File: config.mk
export PLATFORM = sky130hd
export DESIGN_NAME = z80_insn_seq
export DESIGN_NICKNAME = d
export VERILOG_FILES = /design/src/rtl/z80seq_pkg.sv /design/src/rtl/z80seq_datapath.sv /design/src/rtl/z80seq_control.sv /design/src/rtl/z80_insn_seq.sv
export SDC_FILE = /design/constraint.sdc
export NUM_CORES = 1
export LEC_CHECK = 0
export BUFFER_PORTS_ARGS = -buffer_cell sky130_fd_sc_hd__buf_2
export CAP_MARGIN = 0
export CELL_PAD_IN_SITES_DETAIL_PLACEMENT = 0
export CELL_PAD_IN_SITES_GLOBAL_PLACEMENT = 1
export CORE_UTILIZATION = 44
export DETAILED_ROUTE_END_ITERATION = 7
export GPL_TIMING_DRIVEN = 0
export PLACE_DENSITY_LB_ADDON = 0.3
export SYNTH_ARGS = -nofsm -noshare
export SYNTH_HDL_FRONTEND = slang
export SYNTH_SLANG_ARGS = --single-unit
export TNS_END_PERCENT = 1
File: constraint.sdc
create_clock -name clk -period 3.6 [get_ports clk]
set_clock_uncertainty 0.2 [all_clocks]
set_input_delay 0.54 -clock clk [delete_from_list [all_inputs] [get_ports clk]]
set_output_delay 0.54 -clock clk [all_outputs]
set_load 0.05 [all_outputs]
File: src/rtl/z80seq_pkg.sv
package z80seq_pkg;

  typedef enum logic [2:0] {
    EV_NONE  = 3'd0,
    EV_FETCH = 3'd1,
    EV_MRD   = 3'd2,
    EV_MWR   = 3'd3,
    EV_IORD  = 3'd4,
    EV_IOWR  = 3'd5,
    EV_INTA  = 3'd6
  } evKind_e;

  // Per-opcode shape returned by the external lookup
  typedef struct packed {
    logic       dis;
    logic [1:0] imm;
    logic [1:0] rd;
    logic [1:0] wr;
    logic       bigEnd;
    logic       rpt;
  } opCfg_t;

  // Control-to-datapath strobes
  typedef struct packed {
    logic startIns;
    logic loadPfx;
    logic extPfx;
    logic capOpc;
    logic capDisp;
    logic capImmLo;
    logic capImmHi;
    logic capRd;
    logic rdHi;
    logic capWr;
    logic wrHi;
    logic incLen;
    logic pubNow;
    logic pubOld;
  } strobe_t;

  localparam logic [2:0] ERR_NOFETCH = 3'd1;
  localparam logic [2:0] ERR_NODISP  = 3'd2;
  localparam logic [2:0] ERR_NOOPC   = 3'd3;
  localparam logic [2:0] ERR_INVALID = 3'd4;

endpackage

File: src/rtl/z80seq_datapath.sv
module z80seq_datapath
  import z80seq_pkg::*;
#(
  parameter int LEN_W = 4
) (
  input  logic             clk,
  input  logic             rstN,
  input  strobe_t          stb,
  input  logic [7:0]       evData,
  output logic [15:0]      curPrefix,
  output logic             insDone,
  output logic [15:0]      insPrefix,
  output logic [7:0]       insOpcode,
  output logic [15:0]      insDisp,
  output logic [15:0]      insImm,
  output logic [15:0]      insRead,
  output logic [15:0]      insWrite,
  output logic [LEN_W-1:0] insLen
);

  localparam logic [LEN_W-1:0] LEN_MAX = {LEN_W{1'b1}};
  localparam logic [LEN_W-1:0] LEN_ONE = LEN_W'(1);

  logic [15:0]      pfxQ, dispQ, immQ, rdQ, wrQ;
  logic [7:0]       opcQ;
  logic [LEN_W-1:0] lenQ;

  logic [15:0]      mPfx, mDisp, mImm, mRd, mWr;
  logic [7:0]       mOpc;
  logic [LEN_W-1:0] mLen;

  // Working record after this cycle's captures
  always_comb begin
    mPfx  = stb.startIns ? '0 : pfxQ;
    mOpc  = stb.startIns ? '0 : opcQ;
    mDisp = stb.startIns ? '0 : dispQ;
    mImm  = stb.startIns ? '0 : immQ;
    mRd   = stb.startIns ? '0 : rdQ;
    mWr   = stb.startIns ? '0 : wrQ;
    if (stb.startIns)                   mLen = LEN_ONE;
    else if (stb.incLen && lenQ != LEN_MAX) mLen = lenQ + LEN_ONE;
    else                                mLen = lenQ;

    if (stb.loadPfx) mPfx = {8'h00, evData};
    if (stb.extPfx)  mPfx = {pfxQ[7:0], evData};
    if (stb.capOpc)  mOpc = evData;
    if (stb.capDisp) mDisp = {{8{evData[7]}}, evData};
    if (stb.capImmLo) mImm[7:0]  = evData;
    if (stb.capImmHi) mImm[15:8] = evData;
    if (stb.capRd) begin
      if (stb.rdHi) mRd[15:8] = evData;
      else          mRd[7:0]  = evData;
    end
    if (stb.capWr) begin
      if (stb.wrHi) mWr[15:8] = evData;
      else          mWr[7:0]  = evData;
    end
  end

  always_ff @(posedge clk or negedge rstN) begin
    if (!rstN) begin
      pfxQ <= '0; opcQ <= '0; dispQ <= '0; immQ <= '0;
      rdQ <= '0; wrQ <= '0; lenQ <= '0;
    end else begin
      pfxQ <= mPfx; opcQ <= mOpc; dispQ <= mDisp; immQ <= mImm;
      rdQ <= mRd; wrQ <= mWr; lenQ <= mLen;
    end
  end

  always_ff @(posedge clk or negedge rstN) begin
    if (!rstN) begin
      insDone <= 1'b0;
      insPrefix <= '0; insOpcode <= '0; insDisp <= '0; insImm <= '0;
      insRead <= '0; insWrite <= '0; insLen <= '0;
    end else begin
      insDone <= stb.pubNow | stb.pubOld;
      if (stb.pubNow) begin
        insPrefix <= mPfx; insOpcode <= mOpc; insDisp <= mDisp; insImm <= mImm;
        insRead <= mRd; insWrite <= mWr; insLen <= mLen;
      end else if (stb.pubOld) begin
        insPrefix <= pfxQ; insOpcode <= opcQ; insDisp <= dispQ; insImm <= immQ;
        insRead <= rdQ; insWrite <= wrQ; insLen <= lenQ;
      end
    end
  end

  assign curPrefix = pfxQ;

  // every published instruction consumed at least its first fetch
  a_r8_len_nonzero: assert property (@(posedge clk) disable iff (!rstN)
    insDone |-> insLen != '0);

  // a single event never feeds both operand registers
  a_r5_one_operand: assert property (@(posedge clk) disable iff (!rstN)
    $onehot0({stb.capRd, stb.capWr, stb.capImmLo, stb.capImmHi}));

endmodule

File: src/rtl/z80seq_control.sv
module z80seq_control
  import z80seq_pkg::*;
(
  input  logic        clk,
  input  logic        rstN,
  input  logic        evValid,
  input  logic [2:0]  evType,
  input  logic [7:0]  evData,
  input  logic        lkValid,
  input  opCfg_t      lkCfg,
  input  logic [15:0] curPrefix,
  output logic [15:0] lkPrefix,
  output logic [7:0]  lkOpcode,
  output strobe_t     stb,
  output logic        errValid,
  output logic [2:0]  errCode
);

  typedef enum logic [3:0] {
    S_IDLE, S_PFX, S_PDSP, S_POPC, S_POSTD,
    S_IMM1, S_IMM2, S_OPER, S_RPT, S_FIN
  } st_e;

  st_e        state, nState, advFrom;
  opCfg_t     cfgQ, nCfg, advCfg;
  logic [1:0] rdGot, wrGot, nRd, nWr;
  logic       errNext;
  logic [2:0] codeNext;
  logic       actIdle, doOpc, adv;
  logic [15:0] opcPfx;
  st_e        advTo;
  strobe_t    s;

  logic isFetch, isRd, isWr, isMrd, pfxByte, idxPfx, chainByte;
  assign isFetch   = evType == EV_FETCH;
  assign isMrd     = evType == EV_MRD;
  assign isRd      = (evType == EV_MRD) || (evType == EV_IORD);
  assign isWr      = (evType == EV_MWR) || (evType == EV_IOWR);
  assign chainByte = (evData == 8'hDD) || (evData == 8'hED) || (evData == 8'hFD);
  assign pfxByte   = chainByte || (evData == 8'hCB);
  assign idxPfx    = (curPrefix[7:0] == 8'hDD) || (curPrefix[7:0] == 8'hFD);

  // Next field stage after the one just taken
  function automatic st_e nextAfter(opCfg_t c, st_e from);
    if (from == S_POPC && c.dis) return S_POSTD;
    if ((from == S_POPC || from == S_POSTD) && c.imm != 2'd0) return S_IMM1;
    if (from == S_IMM1 && c.imm == 2'd2) return S_IMM2;
    if (c.rd != 2'd0 || c.wr != 2'd0) return S_OPER;
    return S_IDLE;
  endfunction

  always_comb begin
    s = '0;
    nState = state; nCfg = cfgQ; nRd = rdGot; nWr = wrGot;
    errNext = 1'b0; codeNext = 3'd0;
    actIdle = 1'b0; doOpc = 1'b0; adv = 1'b0; advFrom = S_POPC;
    opcPfx = curPrefix;

    unique case (state)
      S_IDLE: actIdle = evValid;
      S_PFX: if (evValid) begin
        if (!isFetch) begin
          errNext = 1'b1; codeNext = ERR_NOFETCH; nState = S_IDLE;
        end else if (idxPfx && evData == 8'hCB) begin
          s.extPfx = 1'b1; s.incLen = 1'b1; nState = S_PDSP;
        end else if (chainByte) begin
          s.loadPfx = 1'b1; s.incLen = 1'b1;
        end else begin
          doOpc = 1'b1; s.incLen = 1'b1;
        end
      end
      S_PDSP: if (evValid) begin
        if (isMrd) begin
          s.capDisp = 1'b1; s.incLen = 1'b1; nState = S_POPC;
        end else begin
          errNext = 1'b1; codeNext = ERR_NODISP; nState = S_IDLE; actIdle = 1'b1;
        end
      end
      S_POPC: if (evValid) begin
        if (isMrd) begin
          doOpc = 1'b1; s.incLen = 1'b1;
        end else begin
          errNext = 1'b1; codeNext = ERR_NOOPC; nState = S_IDLE; actIdle = 1'b1;
        end
      end
      S_POSTD: if (evValid) begin
        s.capDisp = 1'b1; s.incLen = 1'b1; adv = 1'b1; advFrom = S_POSTD;
      end
      S_IMM1: if (evValid) begin
        s.capImmLo = 1'b1; s.incLen = 1'b1; adv = 1'b1; advFrom = S_IMM1;
      end
      S_IMM2: if (evValid) begin
        s.capImmHi = 1'b1; s.incLen = 1'b1; adv = 1'b1; advFrom = S_IMM2;
      end
      S_OPER: if (evValid) begin
        if (isRd && rdGot < cfgQ.rd) begin
          s.capRd = 1'b1; s.rdHi = rdGot == 2'd1; s.incLen = 1'b1;
          nRd = rdGot + 2'd1;
          if (nRd == cfgQ.rd && wrGot == cfgQ.wr) begin
            if (cfgQ.rpt) nState = S_RPT;
            else begin s.pubNow = 1'b1; nState = S_IDLE; end
          end
        end else if (isWr && wrGot < cfgQ.wr) begin
          s.capWr = 1'b1; s.incLen = 1'b1;
          s.wrHi = cfgQ.bigEnd ? (cfgQ.wr == 2'd2 && wrGot == 2'd0) : (wrGot == 2'd1);
          nWr = wrGot + 2'd1;
          if (rdGot == cfgQ.rd && nWr == cfgQ.wr) begin
            if (cfgQ.rpt) nState = S_RPT;
            else begin s.pubNow = 1'b1; nState = S_IDLE; end
          end
        end else begin
          s.pubOld = 1'b1; nState = S_IDLE; actIdle = 1'b1;
        end
      end
      S_RPT: if (evValid) begin
        if (isRd && cfgQ.rd != 2'd0) begin
          s.capRd = 1'b1; s.incLen = 1'b1; nRd = 2'd1; nWr = 2'd0;
          nState = (cfgQ.rd == 2'd1 && cfgQ.wr == 2'd0) ? S_RPT : S_OPER;
        end else begin
          s.pubOld = 1'b1; nState = S_IDLE; actIdle = 1'b1;
        end
      end
      S_FIN: begin
        s.pubOld = 1'b1; nState = S_IDLE; actIdle = evValid;
      end
      default: nState = S_IDLE;
    endcase

    // Event handled as the start of a new instruction
    if (actIdle && isFetch) begin
      s.startIns = 1'b1; opcPfx = '0;
      if (pfxByte) begin
        s.loadPfx = 1'b1; nState = S_PFX;
      end else begin
        doOpc = 1'b1;
      end
    end

    if (doOpc) begin
      s.capOpc = 1'b1;
      if (!lkValid) begin
        errNext = 1'b1; codeNext = ERR_INVALID; nState = S_IDLE;
      end else begin
        nCfg = lkCfg; adv = 1'b1; advFrom = S_POPC;
      end
    end

    advCfg = doOpc ? lkCfg : cfgQ;
    advTo  = nextAfter(advCfg, advFrom);
    if (adv) begin
      if (advTo == S_IDLE) begin
        if (s.pubOld) nState = S_FIN;
        else begin s.pubNow = 1'b1; nState = S_IDLE; end
      end else begin
        nState = advTo;
        if (advTo == S_OPER) begin nRd = 2'd0; nWr = 2'd0; end
      end
    end
  end

  always_ff @(posedge clk or negedge rstN) begin
    if (!rstN) begin
      state <= S_IDLE; cfgQ <= '0; rdGot <= '0; wrGot <= '0;
      errValid <= 1'b0; errCode <= '0;
    end else begin
      state <= nState; cfgQ <= nCfg; rdGot <= nRd; wrGot <= nWr;
      errValid <= errNext; errCode <= codeNext;
    end
  end

  assign stb      = s;
  assign lkPrefix = opcPfx;
  assign lkOpcode = evData;

  // idle stays idle on any non-fetch event
  a_r1_idle_ignores: assert property (@(posedge clk) disable iff (!rstN)
    (state == S_IDLE && evValid && evType != EV_FETCH) |=> state == S_IDLE);

  // an error pulse always carries a defined code
  a_r9_err_code: assert property (@(posedge clk) disable iff (!rstN)
    errValid |-> (errCode != 3'd0 && errCode <= ERR_INVALID));

  // the repeat loop is entered only for repeating instructions
  a_r6_rpt_cfg: assert property (@(posedge clk) disable iff (!rstN)
    state == S_RPT |-> cfgQ.rpt);

  // after an invalid opcode the sequencer is back in idle
  a_r10_invalid_idle: assert property (@(posedge clk) disable iff (!rstN)
    (errValid && errCode == ERR_INVALID) |-> (state == S_IDLE || state == S_PFX || state == S_FIN));

endmodule

File: src/rtl/z80_insn_seq.sv
module z80_insn_seq
  import z80seq_pkg::*;
#(
  parameter int LEN_W = 4
) (
  input  logic             clk,
  input  logic             rstN,
  input  logic             evValid,
  input  logic [2:0]       evType,
  input  logic [7:0]       evData,
  output logic [15:0]      lkPrefix,
  output logic [7:0]       lkOpcode,
  input  logic             lkValid,
  input  logic             lkDisp,
  input  logic [1:0]       lkImm,
  input  logic [1:0]       lkRead,
  input  logic [1:0]       lkWrite,
  input  logic             lkWrBigEnd,
  input  logic             lkRepeat,
  output logic             insDone,
  output logic [15:0]      insPrefix,
  output logic [7:0]       insOpcode,
  output logic [15:0]      insDisp,
  output logic [15:0]      insImm,
  output logic [15:0]      insRead,
  output logic [15:0]      insWrite,
  output logic [LEN_W-1:0] insLen,
  output logic             errValid,
  output logic [2:0]       errCode
);

  strobe_t     stb;
  opCfg_t      lkCfg;
  logic [15:0] curPrefix;

  assign lkCfg = '{dis: lkDisp, imm: lkImm, rd: lkRead, wr: lkWrite,
                   bigEnd: lkWrBigEnd, rpt: lkRepeat};

  z80seq_control u_ctl (
    .clk(clk), .rstN(rstN), .evValid(evValid), .evType(evType), .evData(evData),
    .lkValid(lkValid), .lkCfg(lkCfg), .curPrefix(curPrefix),
    .lkPrefix(lkPrefix), .lkOpcode(lkOpcode), .stb(stb),
    .errValid(errValid), .errCode(errCode)
  );

  z80seq_datapath #(.LEN_W(LEN_W)) u_dp (
    .clk(clk), .rstN(rstN), .stb(stb), .evData(evData), .curPrefix(curPrefix),
    .insDone(insDone), .insPrefix(insPrefix), .insOpcode(insOpcode),
    .insDisp(insDisp), .insImm(insImm), .insRead(insRead),
    .insWrite(insWrite), .insLen(insLen)
  );

endmodule

==> impl_results.md <==
- Cell Chain, Critical Path: inv_1 -> ha_1 -> nor2b_1 -> nor4_4 -> o32ai_4 -> o21ai_4 -> buf_6 -> buf_4 -> and2_4 -> buf_8
- Sw Share: 43.0%
- Post-Syn Area: 10300 sq um
- CTS tree: built
- Min Clock Period, post-route: 3.63 ns
- Async SR Flop Fraction: 100%
- Worst Tran Pin Value: 0.998 ns
- Status: finished with violations
- Flop pwr share: 32.7%
- Gate power share: 45.8%
- Total power: 10.9 mW
- Final hold slack: 0.0581 ns
- Post-synth EDFFs: 0
- Largest stage delay, worst path: 0.44 ns
- Antenna-violating nets left: 0
- Cells after synthesis: 1086
- Cell area power density: 874 nW/um^2
- Post-Syn Area per Cell: 9.46 sq um
- DR WL/cell: 18.6 microns
- Worst path top cell family by delay: simple AND/OR/NAND/NOR gates
- Core box area: 22800 sq um
- Ys Warns: 0
- Initial antenna violation count: 0
- Net Switching: 4.67 mW
- Sink Count: 205
- GRT Util Overall: 25.3%
- Congestion Overflow GR: 0
- Setup ws final: -0.0327 ns
- Nets: 1289
- Diodes inserted: 0
- 1st-iter DRT viols: 469
- Htree depth: 1
- Max-slew violations: 0
- Leakage power: 6.56 nW
- Remaining DRCs: 0
- Max clock buf depth: 3
- CTS buffer count: 23
- Crit end category: output port
- Fillers: 2118
- Req. time, crit path: 2.86 ns
- CTS Root Cell: clkbuf_16
- Sequential element share of the synthesized area: 49.9%
- Max-slew headroom: 33.5%
- Largest net degree at the start of global routing: 121
- Starting density of the core: 45.1%
- Multi-input logic area: 4810 sq um
- Fin crit share: 101%
- Worst EP arrival: 2.89 ns
- Max cap viols: 0
- Clk network pwr share: 21.5%
- Final Instance Area: 12400 sq um
- FMAX: 275 MHz
- Row Count: 55
- Die area: 24000 sq um
- Final std cells w/o fill: 1584
- Seq cells post-synth: 205
- Hpwl dp: 19900 microns
- Die X: 155 microns
- FF+latch area: 5130 sq um
- Post-synth net total: 1118
- Buffer and inverter count on the worst path: 4
- Setup CP Type: reg -> out
- Final-report setup violation count: 5
- Top FF cell, synth: dfrtp_1
- Worst Hold Class: in -> reg
- Failing checks: negative setup slack
- Synth unique cells: 66
- Routability congestion estimate: 0.933
- Placed Area: 11400 sq um
- Max VDD drop: 486 uV
- Layout cells sized above 1: 23.3%
- First drt pass iteration count: 5
- Top Ports: 145
- Placed cells: 1540
- Clock latency on the worst-skew pair: 0.51 ns
- I/O Buffers: 140
- First-pass GRT wire length: 47200 microns
- Unrepaired setup endpoints after global routing: true
- Final Hold Vio Count: 0
- Layout overhead on the synthesized area: 21.1%
- Pint: 6.20 mW
- Reg clk slew, reported paths: 0.06 ns
- CP max stage cell: nor4_4
- Routed vias: 8308
- Die H: 155 microns
- Vias per cell: 5.24
- Post-Route WL: 29400 microns
- Crit path launch type: flip-flop
- Vias in the first global route: 8358
- Critical Path Fanout Max: 6
## cell type report
cell class | instances | area share [%]
Clock buffer | 37 | 5.69
Buffer | 74 | 3.47
Clock inverter | 2 | 0.312
Inverter | 11 | 0.332
Multi-Input combinational cell | 794 | 38.7
Timing Repair Buffer | 148 | 7.13
Tap cell | 313 | 3.15
Sequential cell | 205 | 41.2
## through the flow
| stage | utilization, % | TNS [ns] | setup slack, ns |
|---|---|---|---|
| after floorplan | - | 0 | 0.258 |
| after global placement | 49.9 | -428.58 | -1.86 |
| after detailed placement | 50.1 | -53.02 | -0.576 |
| after CTS | 54.0 | -0.308 | -0.129 |
| after global routing | 54.6 | -7.33 | -0.156 |
| final | 54.6 | -0.0783 | -0.0327 |
## per-layer routing
layer,part of all wire [%],up-vias,global-route usage (%)
li1,-,3980,-
met1,47,4023,36.4
met2,45,269,39.9
met4,1.7,0,5.89
met5,0,-,0
met3,6.1,36,4.20
## worst reg2reg max path, stage by stage, from the launching register on
cell      delay (ns)
dfrtp_2         0.42
inv_1           0.06
ha_1            0.28
nor2b_1         0.17
nor4_4          0.44
o32ai_4         0.17
o21ai_4         0.25
buf_4           0.15
buf_4           0.10
o21ai_4         0.11
a311oi_2        0.25
buf_6           0.23
buf_6           0.21
mux2_1          0.34
## registers in the layout, summed over array words and instances, names as in the netlist, 4 cells and up
register / count
u_dp.lenQ: 4
u_dp.insLen: 4
u_ctl.state: 4
u_dp.wrQ: 16
u_dp.insWrite: 16
u_dp.insDisp: 16
u_ctl.cfgQ: 8
u_dp.insImm: 16
u_dp.immQ: 16
u_dp.dispQ: 16
u_dp.rdQ: 16
u_dp.insOpcode: 8
u_dp.insPrefix: 16
u_dp.insRead: 16
u_dp.curPrefix: 16
u_dp.opcQ: 8
## cells in the final DEF (no fill, tap or decap), types with 7 or more instances in the layout
cell type    n
a21o_1      17
a21oi_1     11
a22o_1      11
and2_1      17
buf_1        8
buf_2      129
buf_4       22
buf_6       19
clkbuf_1    41
clkbuf_16   23
clkbuf_8     8
dfrtp_1    204
ha_1         8
inv_1       11
mux2_1      42
mux2_2      14
mux2_4      48
nand2_1    138
nand2b_1    10
nand3_1     32
nor2_1     294
nor2b_1      7
nor3_1       9
o21ai_0     28
o21ai_1     14
## cell usage after synthesis, drive strengths merged, types with 4 or more instances
| cell | count | area share (%) |
|---|---|---|
| a31oi | 6 | 0.37 |
| a22o | 11 | 0.94 |
| a21o | 17 | 1.2 |
| nor2 | 294 | 11 |
| xor2 | 4 | 0.34 |
| a21oi | 13 | 0.63 |
| nand3 | 32 | 1.6 |
| nand2 | 138 | 5.0 |
| buf | 36 | 2.5 |
| and2 | 22 | 1.3 |
| o22ai | 4 | 0.24 |
| and3 | 4 | 0.24 |
| o21ai | 44 | 2.3 |
| clkbuf | 40 | 1.5 |
| mux2 | 104 | 13 |
| ha | 8 | 0.97 |
| nor2b | 8 | 0.49 |
| dfrtp | 205 | 50 |
| or3 | 4 | 0.24 |
| nor4 | 5 | 0.30 |
| nor3 | 10 | 0.49 |
| nand2b | 10 | 0.61 |
| inv | 11 | 0.40 |
## power by group through the flow
stage	clock (mW)	sequential, mW	combinational (mW)
2_1_floorplan	0	5.00	2.33
3_3_place_gp	0	3.55	4.85
3_5_place_dp	0	3.57	4.92
4_1_cts	2.38	3.54	4.99
5_1_grt	2.47	3.64	5.36
6_report	2.34	3.56	4.98
## what timing repair did
item / 4_1_cts / 5_1_grt
hold buffers: 1 / 0
buffers inserted: 2 / 3
endpoints found under the hold margin: 85 / 0
endpoints found under the setup margin: 154 / 110
resized for setup: 31 / 39
pin swaps: 2 / 4
gates cloned: 0 / 1
## logic make-up after synthesis
group / after synthesis / synth area share (%)
compound gates: 124 / 8.06
flops: 205 / 49.9
mux: 106 / 13.3
buf+inv: 87 / 4.37
xor+xnor: 6 / 0.511
fa+ha+maj: 8 / 0.974
simple gates: 550 / 22.8
## path summary, 6_finish.rpt
path                                      startpoint                             to  slack (ns)  depth (start not counted)
hold / removal                            lkWrBigEnd      u_ctl.cfgQ[1]$_DFFE_PN0P_        0.06                          2
setup reg to reg           u_ctl.cfgQ[5]$_DFFE_PN0P_  u_dp.insPrefix[5]$_DFFE_PN0P_        0.09                         13
hold reg to reg             u_dp.dispQ[12]$_DFF_PN0_       u_dp.dispQ[12]$_DFF_PN0_        0.30                          1
setup / recovery           u_ctl.cfgQ[5]$_DFFE_PN0P_                    lkPrefix[1]       -0.03                         10
max in group asynchronous                       rstN  u_dp.insWrite[11]$_DFFE_PN0P_        1.74                          3
min in group asynchronous                       rstN    u_dp.insImm[11]$_DFFE_PN0P_        0.41                          2
(Power assumes the default switching activity.)
